--- config.mk ---
export PLATFORM = sky130hd
export DESIGN_NAME = snd_fifo_pair
export DESIGN_NICKNAME = d
export VERILOG_FILES = /design/src/rtl/snd_fifo_pkg.sv /design/src/rtl/snd_sample_fifo.sv /design/src/rtl/snd_flag_bank.sv /design/src/rtl/snd_fifo_pair.sv
export SDC_FILE = /design/constraint.sdc
export NUM_CORES = 2
export LEC_CHECK = 0
export BUFFER_PORTS_ARGS = -buffer_cell sky130_fd_sc_hd__buf_2
export CAP_MARGIN = 20
export CORE_ASPECT_RATIO = 0.8
export CORE_MARGIN = 5
export CORE_UTILIZATION = 56
export DETAILED_ROUTE_END_ITERATION = 6
export PLACE_DENSITY_LB_ADDON = 0.2
export SYNTH_ARGS = -nofsm -noshare
export SYNTH_HDL_FRONTEND = slang
export SYNTH_SLANG_ARGS = --single-unit
--- constraint.sdc ---
create_clock -name clk -period 3.1 [get_ports clk]
set_input_delay 0.775 -clock clk [delete_from_list [all_inputs] [get_ports clk]]
set_output_delay 0.775 -clock clk [all_outputs]
set_load 0.02 [all_outputs]
--- src/rtl/snd_fifo_pkg.sv ---
package snd_fifo_pkg;
  localparam int NFLAG = 6;
  localparam int FL_TX_LVL   = 0;
  localparam int FL_RX_LVL   = 1;
  localparam int FL_TX_UNDER = 2;
  localparam int FL_TX_OVER  = 3;
  localparam int FL_RX_UNDER = 4;
  localparam int FL_RX_OVER  = 5;
  // bits where a clear strobe beats a concurrent set
  localparam logic [NFLAG-1:0] LEVEL_MASK = 6'b000011;
  typedef logic [NFLAG-1:0] flag_vec_t;
endpackage

--- src/rtl/snd_sample_fifo.sv ---
module snd_sample_fifo #(
  parameter int DEPTH  = 32,
  parameter int DATA_W = 24,
  localparam int AW = $clog2(DEPTH),
  localparam int CW = $clog2(DEPTH + 1)
) (
  input  logic              clk,
  input  logic              rst_n,
  input  logic              hold_clr,
  input  logic              in_valid,
  input  logic [DATA_W-1:0] in_data,
  output logic              in_ready,
  output logic              out_valid,
  output logic [DATA_W-1:0] out_data,
  input  logic              out_ready,
  output logic [CW-1:0]     count,
  output logic              over_evt,
  output logic              under_evt
);
  logic [DATA_W-1:0] mem [DEPTH];
  logic [AW-1:0] wp, rp;
  logic [CW-1:0] cnt;
  logic full, empty, push, pop;

  assign full      = (cnt == CW'(DEPTH));
  assign empty     = (cnt == '0);
  assign in_ready  = !full && !hold_clr;
  assign out_valid = !empty && !hold_clr;
  assign push      = in_valid && in_ready;
  assign pop       = out_ready && out_valid;
  assign out_data  = out_valid ? mem[rp] : '0;
  assign over_evt  = in_valid && !in_ready && !hold_clr;
  assign under_evt = out_ready && !out_valid && !hold_clr;
  assign count     = cnt;

  always_ff @(posedge clk) begin
    if (push) mem[wp] <= in_data;
  end

  always_ff @(posedge clk or negedge rst_n) begin
    if (!rst_n) begin
      wp  <= '0;
      rp  <= '0;
      cnt <= '0;
    end else if (hold_clr) begin
      wp  <= '0;
      rp  <= '0;
      cnt <= '0;
    end else begin
      if (push) wp <= (wp == AW'(DEPTH - 1)) ? '0 : wp + AW'(1);
      if (pop)  rp <= (rp == AW'(DEPTH - 1)) ? '0 : rp + AW'(1);
      case ({push, pop})
        2'b10:   cnt <= cnt + CW'(1);
        2'b01:   cnt <= cnt - CW'(1);
        default: cnt <= cnt;
      endcase
    end
  end


  count_bound_chk: assert property (@(posedge clk) disable iff (!rst_n)
    cnt <= CW'(DEPTH));

  push_only_chk: assert property (@(posedge clk) disable iff (!rst_n)
    (push && !pop) |=> (cnt == $past(cnt) + CW'(1)));

  push_pop_chk: assert property (@(posedge clk) disable iff (!rst_n)
    (push && pop) |=> $stable(cnt));

  hold_empty_chk: assert property (@(posedge clk) disable iff (!rst_n)
    hold_clr |=> (cnt == '0));

  full_refuse_chk: assert property (@(posedge clk) disable iff (!rst_n)
    (full && !pop) |=> $stable(cnt) || $past(hold_clr));
endmodule

--- src/rtl/snd_flag_bank.sv ---
module snd_flag_bank #(
  parameter int         N        = 6,
  parameter logic [N-1:0] CLR_WINS = '0
) (
  input  logic         clk,
  input  logic         rst_n,
  input  logic [N-1:0] set_i,
  input  logic [N-1:0] clr_i,
  input  logic [N-1:0] en_i,
  output logic [N-1:0] flags_o,
  output logic         irq_o
);
  logic [N-1:0] fl;

  for (genvar i = 0; i < N; i++) begin : g_bit
    if (CLR_WINS[i]) begin : g_lvl
      always_ff @(posedge clk or negedge rst_n) begin
        if (!rst_n)        fl[i] <= 1'b0;
        else if (clr_i[i]) fl[i] <= 1'b0;
        else if (set_i[i]) fl[i] <= 1'b1;
      end

      lvl_clr_chk: assert property (@(posedge clk) disable iff (!rst_n)
        clr_i[i] |=> !fl[i]);
    end else begin : g_err
      always_ff @(posedge clk or negedge rst_n) begin
        if (!rst_n)        fl[i] <= 1'b0;
        else if (set_i[i]) fl[i] <= 1'b1;
        else if (clr_i[i]) fl[i] <= 1'b0;
      end

      err_set_chk: assert property (@(posedge clk) disable iff (!rst_n)
        set_i[i] |=> fl[i]);

      err_clr_chk: assert property (@(posedge clk) disable iff (!rst_n)
        (clr_i[i] && !set_i[i]) |=> !fl[i]);
    end
  end

  assign flags_o = fl;
  assign irq_o   = |(fl & en_i);
endmodule

--- src/rtl/snd_fifo_pair.sv ---
module snd_fifo_pair
  import snd_fifo_pkg::*;
#(
  parameter int DEPTH  = 32,
  parameter int DATA_W = 24,
  localparam int THR_W = $clog2(DEPTH),
  localparam int CW    = $clog2(DEPTH + 1)
) (
  input  logic              clk,
  input  logic              rst_n,
  input  logic              tx_fifo_rst,
  input  logic              rx_fifo_rst,
  input  logic [THR_W-1:0]  tx_thr,
  input  logic [THR_W-1:0]  rx_thr,
  input  logic [NFLAG-1:0]  irq_en,
  input  logic [NFLAG-1:0]  flag_clr,
  input  logic              tx_in_valid,
  input  logic [DATA_W-1:0] tx_in_data,
  output logic              tx_in_ready,
  output logic              tx_out_valid,
  output logic [DATA_W-1:0] tx_out_data,
  input  logic              tx_out_ready,
  input  logic              rx_in_valid,
  input  logic [DATA_W-1:0] rx_in_data,
  output logic              rx_in_ready,
  output logic              rx_out_valid,
  output logic [DATA_W-1:0] rx_out_data,
  input  logic              rx_out_ready,
  output logic [CW-1:0]     tx_count,
  output logic [CW-1:0]     rx_count,
  output logic [NFLAG-1:0]  flags,
  output logic              irq
);
  logic tx_over, tx_under, rx_over, rx_under;
  logic [CW-1:0] tx_free;
  flag_vec_t set_vec;

  snd_sample_fifo #(.DEPTH(DEPTH), .DATA_W(DATA_W)) u_tx (
    .clk(clk), .rst_n(rst_n), .hold_clr(tx_fifo_rst),
    .in_valid(tx_in_valid), .in_data(tx_in_data), .in_ready(tx_in_ready),
    .out_valid(tx_out_valid), .out_data(tx_out_data), .out_ready(tx_out_ready),
    .count(tx_count), .over_evt(tx_over), .under_evt(tx_under));

  snd_sample_fifo #(.DEPTH(DEPTH), .DATA_W(DATA_W)) u_rx (
    .clk(clk), .rst_n(rst_n), .hold_clr(rx_fifo_rst),
    .in_valid(rx_in_valid), .in_data(rx_in_data), .in_ready(rx_in_ready),
    .out_valid(rx_out_valid), .out_data(rx_out_data), .out_ready(rx_out_ready),
    .count(rx_count), .over_evt(rx_over), .under_evt(rx_under));

  assign tx_free = CW'(DEPTH) - tx_count;

  always_comb begin
    set_vec              = '0;
    set_vec[FL_TX_LVL]   = tx_free  >= (CW'(tx_thr) + CW'(1));
    set_vec[FL_RX_LVL]   = rx_count >= (CW'(rx_thr) + CW'(1));
    set_vec[FL_TX_UNDER] = tx_under;
    set_vec[FL_TX_OVER]  = tx_over;
    set_vec[FL_RX_UNDER] = rx_under;
    set_vec[FL_RX_OVER]  = rx_over;
  end

  snd_flag_bank #(.N(NFLAG), .CLR_WINS(LEVEL_MASK)) u_flags (
    .clk(clk), .rst_n(rst_n), .set_i(set_vec), .clr_i(flag_clr),
    .en_i(irq_en), .flags_o(flags), .irq_o(irq));


  rx_empty_zero_chk: assert property (@(posedge clk) disable iff (!rst_n)
    (rx_count == '0) |-> (rx_out_data == '0));

  tx_over_flag_chk: assert property (@(posedge clk) disable iff (!rst_n)
    (tx_in_valid && !tx_in_ready && !tx_fifo_rst) |=> flags[FL_TX_OVER]);

  rx_hold_quiet_chk: assert property (@(posedge clk) disable iff (!rst_n)
    rx_fifo_rst |-> (!rx_in_ready && !rx_out_valid));
endmodule

# Yosys cells after proc, flatten, opt, wreduce, memory -nomap -nowiden
# Memories as Yosys holds them, arrays and structs flattened.
# Cells that the tools add are included.
# word_totals
ff_bits	38
ramBits	1536
n_memories	2
# classes
add_sub_neg	11
magnitude_cmp	2
eq_ne	10
mux	34
n_bitwise	1
reduce_logical	41
# memory_table
memory	depth	width	read_ports	rd_ports_with_merged_regs	write_ports	line	text
u_rx.mem	32	24	1	0	1	snd_sample_fifo.sv:20	logic [DATA_W-1:0] mem [DEPTH];
u_tx.mem	32	24	1	0	1	snd_sample_fifo.sv:20	
# ops
op	n
two-way mux 5 bit	12
two-way mux 24 bit	2
one-hot mux 6 bit (2 select lines)	2
adder 5 x 1 -> 5 bit, second input constant	4
equality test 5 bit, second input constant	4
nonzero test 2 bit	10
logical AND 1 bit	16
two-way mux 1 bit	16
adder 5 x 1 -> 6 bit, second input constant	2
adder 6 x 1 -> 6 bit, second input constant	2
equality test 6 bit, second input constant	2
>= comparator 6 bit	2
zero test 6 bit	2
two-way mux 6 bit	2
subtractor 6 x 1 -> 6 bit, second input constant	2
zero test 1 bit	10
bitwise AND 6 bit	1
nonzero test 3 bit	2
OR reduction 6 bit	1
subtractor 6 bit, first input constant	1
equality test 2 x 1 -> 1 bit, second input constant	2
equality test 2 bit, second input constant	2

# Logic depth before layout (Yosys ltp)
# logic_depth
depth_word	7
ltp_mapped	12
mapped_depth_nobuf	11

# Hierarchy
# Synthesis repeated with hierarchy kept, for this count alone.
# hier_totals
hier_cells	2948
hier_area_um2	62160.9
# by_module_without_submodules
mod	n_inst	cells_per_inst	area_each_um2	seq_area_each_um2
snd_sample_fifo	2	1434	30737.0	23462.5
snd_fifo_pair	1	58	447.9	0.0
snd_flag_bank	1	22	239.0	150.1

# Worst setup path after synthesis
# Ideal clock, no wire load.
# synth_timing
path_kind	input to register
from	input tx_in_valid
to	memory u_tx.mem[28][0], enable pin
setup_time_ns	0.405
t_arrival_ns	2.949
slack_ns	-0.254
path_stages	6
path_buffers	2
path_cell_list	clkbuf_1 nand2b_1 a21oi_1 clkbuf_1 nand2_1 nor2_1
# synth_via
elab_chain_cells	3
# synth_lines
element	line	text
from (decl)	snd_fifo_pair.sv:17	input logic tx_in_valid,
logical AND 1 bit	snd_sample_fifo.sv:29	assign push = in_valid && in_ready;
two-way mux 1 bit	snd_sample_fifo.sv:37	if (push) mem[wp] <= in_data;
two-way mux 1 bit (not written as such)	snd_sample_fifo.sv:37	
to (decl)	snd_sample_fifo.sv:20	
# Every way passes these cells.

# Worst setup path in the final report
# layout_timing
from	register u_rx.rp[0]
to	output rx_out_data[19]
# layout_via
elab_chain_cells	2
# layout_lines
element	line	text
from (decl)	snd_sample_fifo.sv:21	logic [AW-1:0] wp, rp;
from (signal assigned)	snd_sample_fifo.sv:51	if (pop) rp <= (rp == AW'(DEPTH - 1)) ? '0 : rp + AW'(1);
memory read (32 x 24 bit)	--	
two-way mux 24 bit	snd_sample_fifo.sv:31	assign out_data = out_valid ? mem[rp] : '0;
to (decl)	snd_fifo_pair.sv:27	output logic [DATA_W-1:0] rx_out_data,
# Every way passes these cells.

==> results_dict.tcl <==
set metrics [dict create \
    ys_ff_latch 1574 \
    p_per_area_nw_per_um2 761 \
    clockBufferDepth 3 \
    synth_top_area_share_pct 75.0 \
    hold_path_class "in2reg" \
    rsz0062_at_grt "yes" \
    antenna_found_initial 9 \
    fill_cells 6412 \
    path_clk_slew_ps 60 \
    start_util_pct 56.6 \
    status "complete, but fails checks" \
    tightest_slew_ps 793 \
    synthFlopType "edfxtp_1" \
    yosys-top-cells-area "edfxtp_1, mux4_2, dfrtp_1" \
    grt_pass1_vias 31700 \
    wl_um 159000 \
    area_delta_synth_final_pct 20.4 \
    worst-endpoint-required_ps 2320 \
    ys_types 60 \
    power_mw 56.4 \
    syn_nets 2821 \
    critPathCaptureType "output pin" \
    yosys_warnings 0 \
    drt-initial-drc-count 3931 \
    core_region_area_um2 109000 \
    setup_ws_ps -824 \
    syn_area_per_cell_um2 22.7 \
    layout-drive-gt1-share_pct 40.9 \
    max_freq_ghz 0.255 \
    ctsRootBufferMaster "clkbuf_16" \
    cts_max_level 4 \
    placedInstanceArea_um2 67200 \
    grt_max_degree 39 \
    final_util_pct 68.1 \
    gp_congestion 0.847 \
    fp.dieH_um 307 \
    cts_tree "done" \
    yosysTopAreaCell "edfxtp_1" \
    vias_per_cell 6.61 \
    fin_setup_tns_ps -36510 \
    timing.clock.skew_ps 26.4 \
    post-route-period-util_pct 127 \
    grt_pass1_wl_um 226000 \
    dr.pass1.iters 5 \
    syn_area_um2 61500 \
    finalSetupViolations 48 \
    cts_buffers 150 \
    detail-route-antenna-nets 0 \
    async_flop_share_pct 2.41 \
    ir_drop_mv 0.647 \
    ys_seq_area_share_pct 76.5 \
    startpoint_type "flop" \
    maxCapViolations 0 \
    relSlewSlack_pct 47.2 \
    cts.sinks 1574 \
    num_rows 108 \
    path_max_fanout 7 \
    violations "setup timing" \
    io_pins 149 \
    wl_per_cell_um 33.6 \
    synth_common_cells "edfxtp_1, mux4_2, nor2_1" \
    syn_inst 2709 \
    leakagePower_nw 23.5 \
    period_needed_ps 3920 \
    synth_edf_count 1536 \
    dieArea_um2 117000 \
    worstSkewPairLatency_ps 770 \
    critPathKind "reg2out" \
    final_cell_area_um2 74100 \
    track_usage_pct 27.1 \
    vias 31400 \
    final_net_count 3308 \
    cp.arrival_ps 3150 \
    timing.hold.ws_ps 167 \
    synth_most_common_cell "edfxtp_1" \
    overflow 0 \
    die_w_um 381 \
    hold_violations 0 \
    drc 0 \
    drv_slew 0 \
    io_buffers 148 \
    dp_hpwl_um 89500 \
]
-- power by group --
group          internal [mW]  switching, mW  leakage, nW
logic                   7.63           6.80         6.82
clock network           10.4           7.81         2.35
registers               23.6          0.153         14.3
total                   41.6           14.8         23.5
-- critical path, cell delays in order, from the launching register on --
cell	delay (ps)
dfrtp_4	440
buf_12	150
buf_12	170
buf_16	150
buf_8	110
mux4_2	510
mux4_2	480
clkinv_2	80
o22ai_4	90
buf_6	160
-- sequential cells by signal, indices dropped and copies added, names as in the netlist --
register,count
u_rx.mem,768
u_rx.rp,5
u_tx.mem,768
u_tx.wp,5
u_tx.rp,5
u_tx.count,6
u_rx.count,6
u_flags.flags_o,6
u_rx.wp,5
-- cells in the final DEF, fill, tap and decap left out, types with 20 or more instances in the layout --
cell type     n
o22ai_4      27
buf_4       158
ha_1         33
nand2_1      36
clkbuf_16   166
dfrtp_1      30
mux4_2      480
nor2_1       23
buf_2       104
inv_2        31
a21oi_1      20
buf_6        59
clkinv_1     64
edfxtp_1   1536
clkbuf_1     29
clkinv_2     37
buf_12      115
nor2_4       65
o21ai_0      27
-- per-stage QoR --
| step | setup slack [ps] | std cells |
|---|---|---|
| after floorplan | -254 | 2709 |
| after global placement | -128 | 4406 |
| after detailed placement | -104 | 4406 |
| after CTS | -872 | 4705 |
| after global routing | -896 | 4743 |
| final | -824 | 4747 |
-- per-layer routing --
layer  share of wire (%)  vias to the layer above  GRT usage, %
li1                    -                    12400             -
met1                  40                    16700          41.2
met2                  46                     2016          40.2
met3                  12                      249          7.14
met4                 2.4                        6          6.69
met5               0.022                        -             0
-- area by class of cell --
| class | count | area [µm²] | area share, % |
|---|---|---|---|
| antenna | 5 | 12.5 | 0.0169 |
| clock buffer | 179 | 3860 | 5.21 |
| clock inverter | 89 | 972 | 1.31 |
| inverter | 115 | 507 | 0.684 |
| multi-input combinational | 882 | 14300 | 19.3 |
| sequential | 1574 | 47100 | 63.6 |
| tap | 1430 | 1790 | 2.41 |
| timing repair buffer | 473 | 5550 | 7.48 |
-- repair_timing --
item                                   4_1_cts  5_1_grt
gates resized for setup                    186      115
endpoints found under the hold margin        0        8
setup endpoints to repair                   49       52
cloned                                       9       17
pin swaps                                    4       14
hold buffers                                 0        1
buffers inserted                            22       27
-- final timing paths --
path | startpoint | to | slack [ps] | cells past startpoint
worst min register to register | u_flags.flags_o[4]$_DFFE_PN0P_ | u_flags.flags_o[4]$_DFFE_PN0P_ | 550 | 2
worst max-delay path | u_rx.rp[0]$_DFFE_PN0P_ | rx_out_data[19] | -820 | 9
min in group asynchronous | rst_n | u_tx.count[5]$_DFFE_PN0P_ | 410 | 2
worst max register to register | u_tx.count[0]$_DFFE_PN0P_ | u_tx.count[5]$_DFFE_PN0P_ | 350 | 13
worst min-delay path | flag_clr[0] | u_flags.flags_o[0]$_DFFE_PN0P_ | 170 | 2
max in group asynchronous | rst_n | u_rx.rp[3]$_DFFE_PN0P_ | 2130 | 3
-- kinds of logic (layout without fill, tap and decap cells) --
| family | Yosys count | after routing | share of synthesized area [%] |
|---|---|---|---|
| flip-flops | 1574 | 1574 | 76.5 |
| multiplexers | 488 | 488 | 17.7 |
| buffers and inverters | 253 | 856 | 1.76 |
| AND/OR/NAND/NOR | 207 | 207 | 1.69 |
| AO/OA/AOI/OAI | 137 | 137 | 1.43 |
| adder cells (fa/ha/maj) | 34 | 34 | 0.691 |
| XOR/XNOR | 16 | 16 | 0.228 |
| other | 0 | 5 | 0 |
No activity file was read; power rests on OpenSTA's default activity.
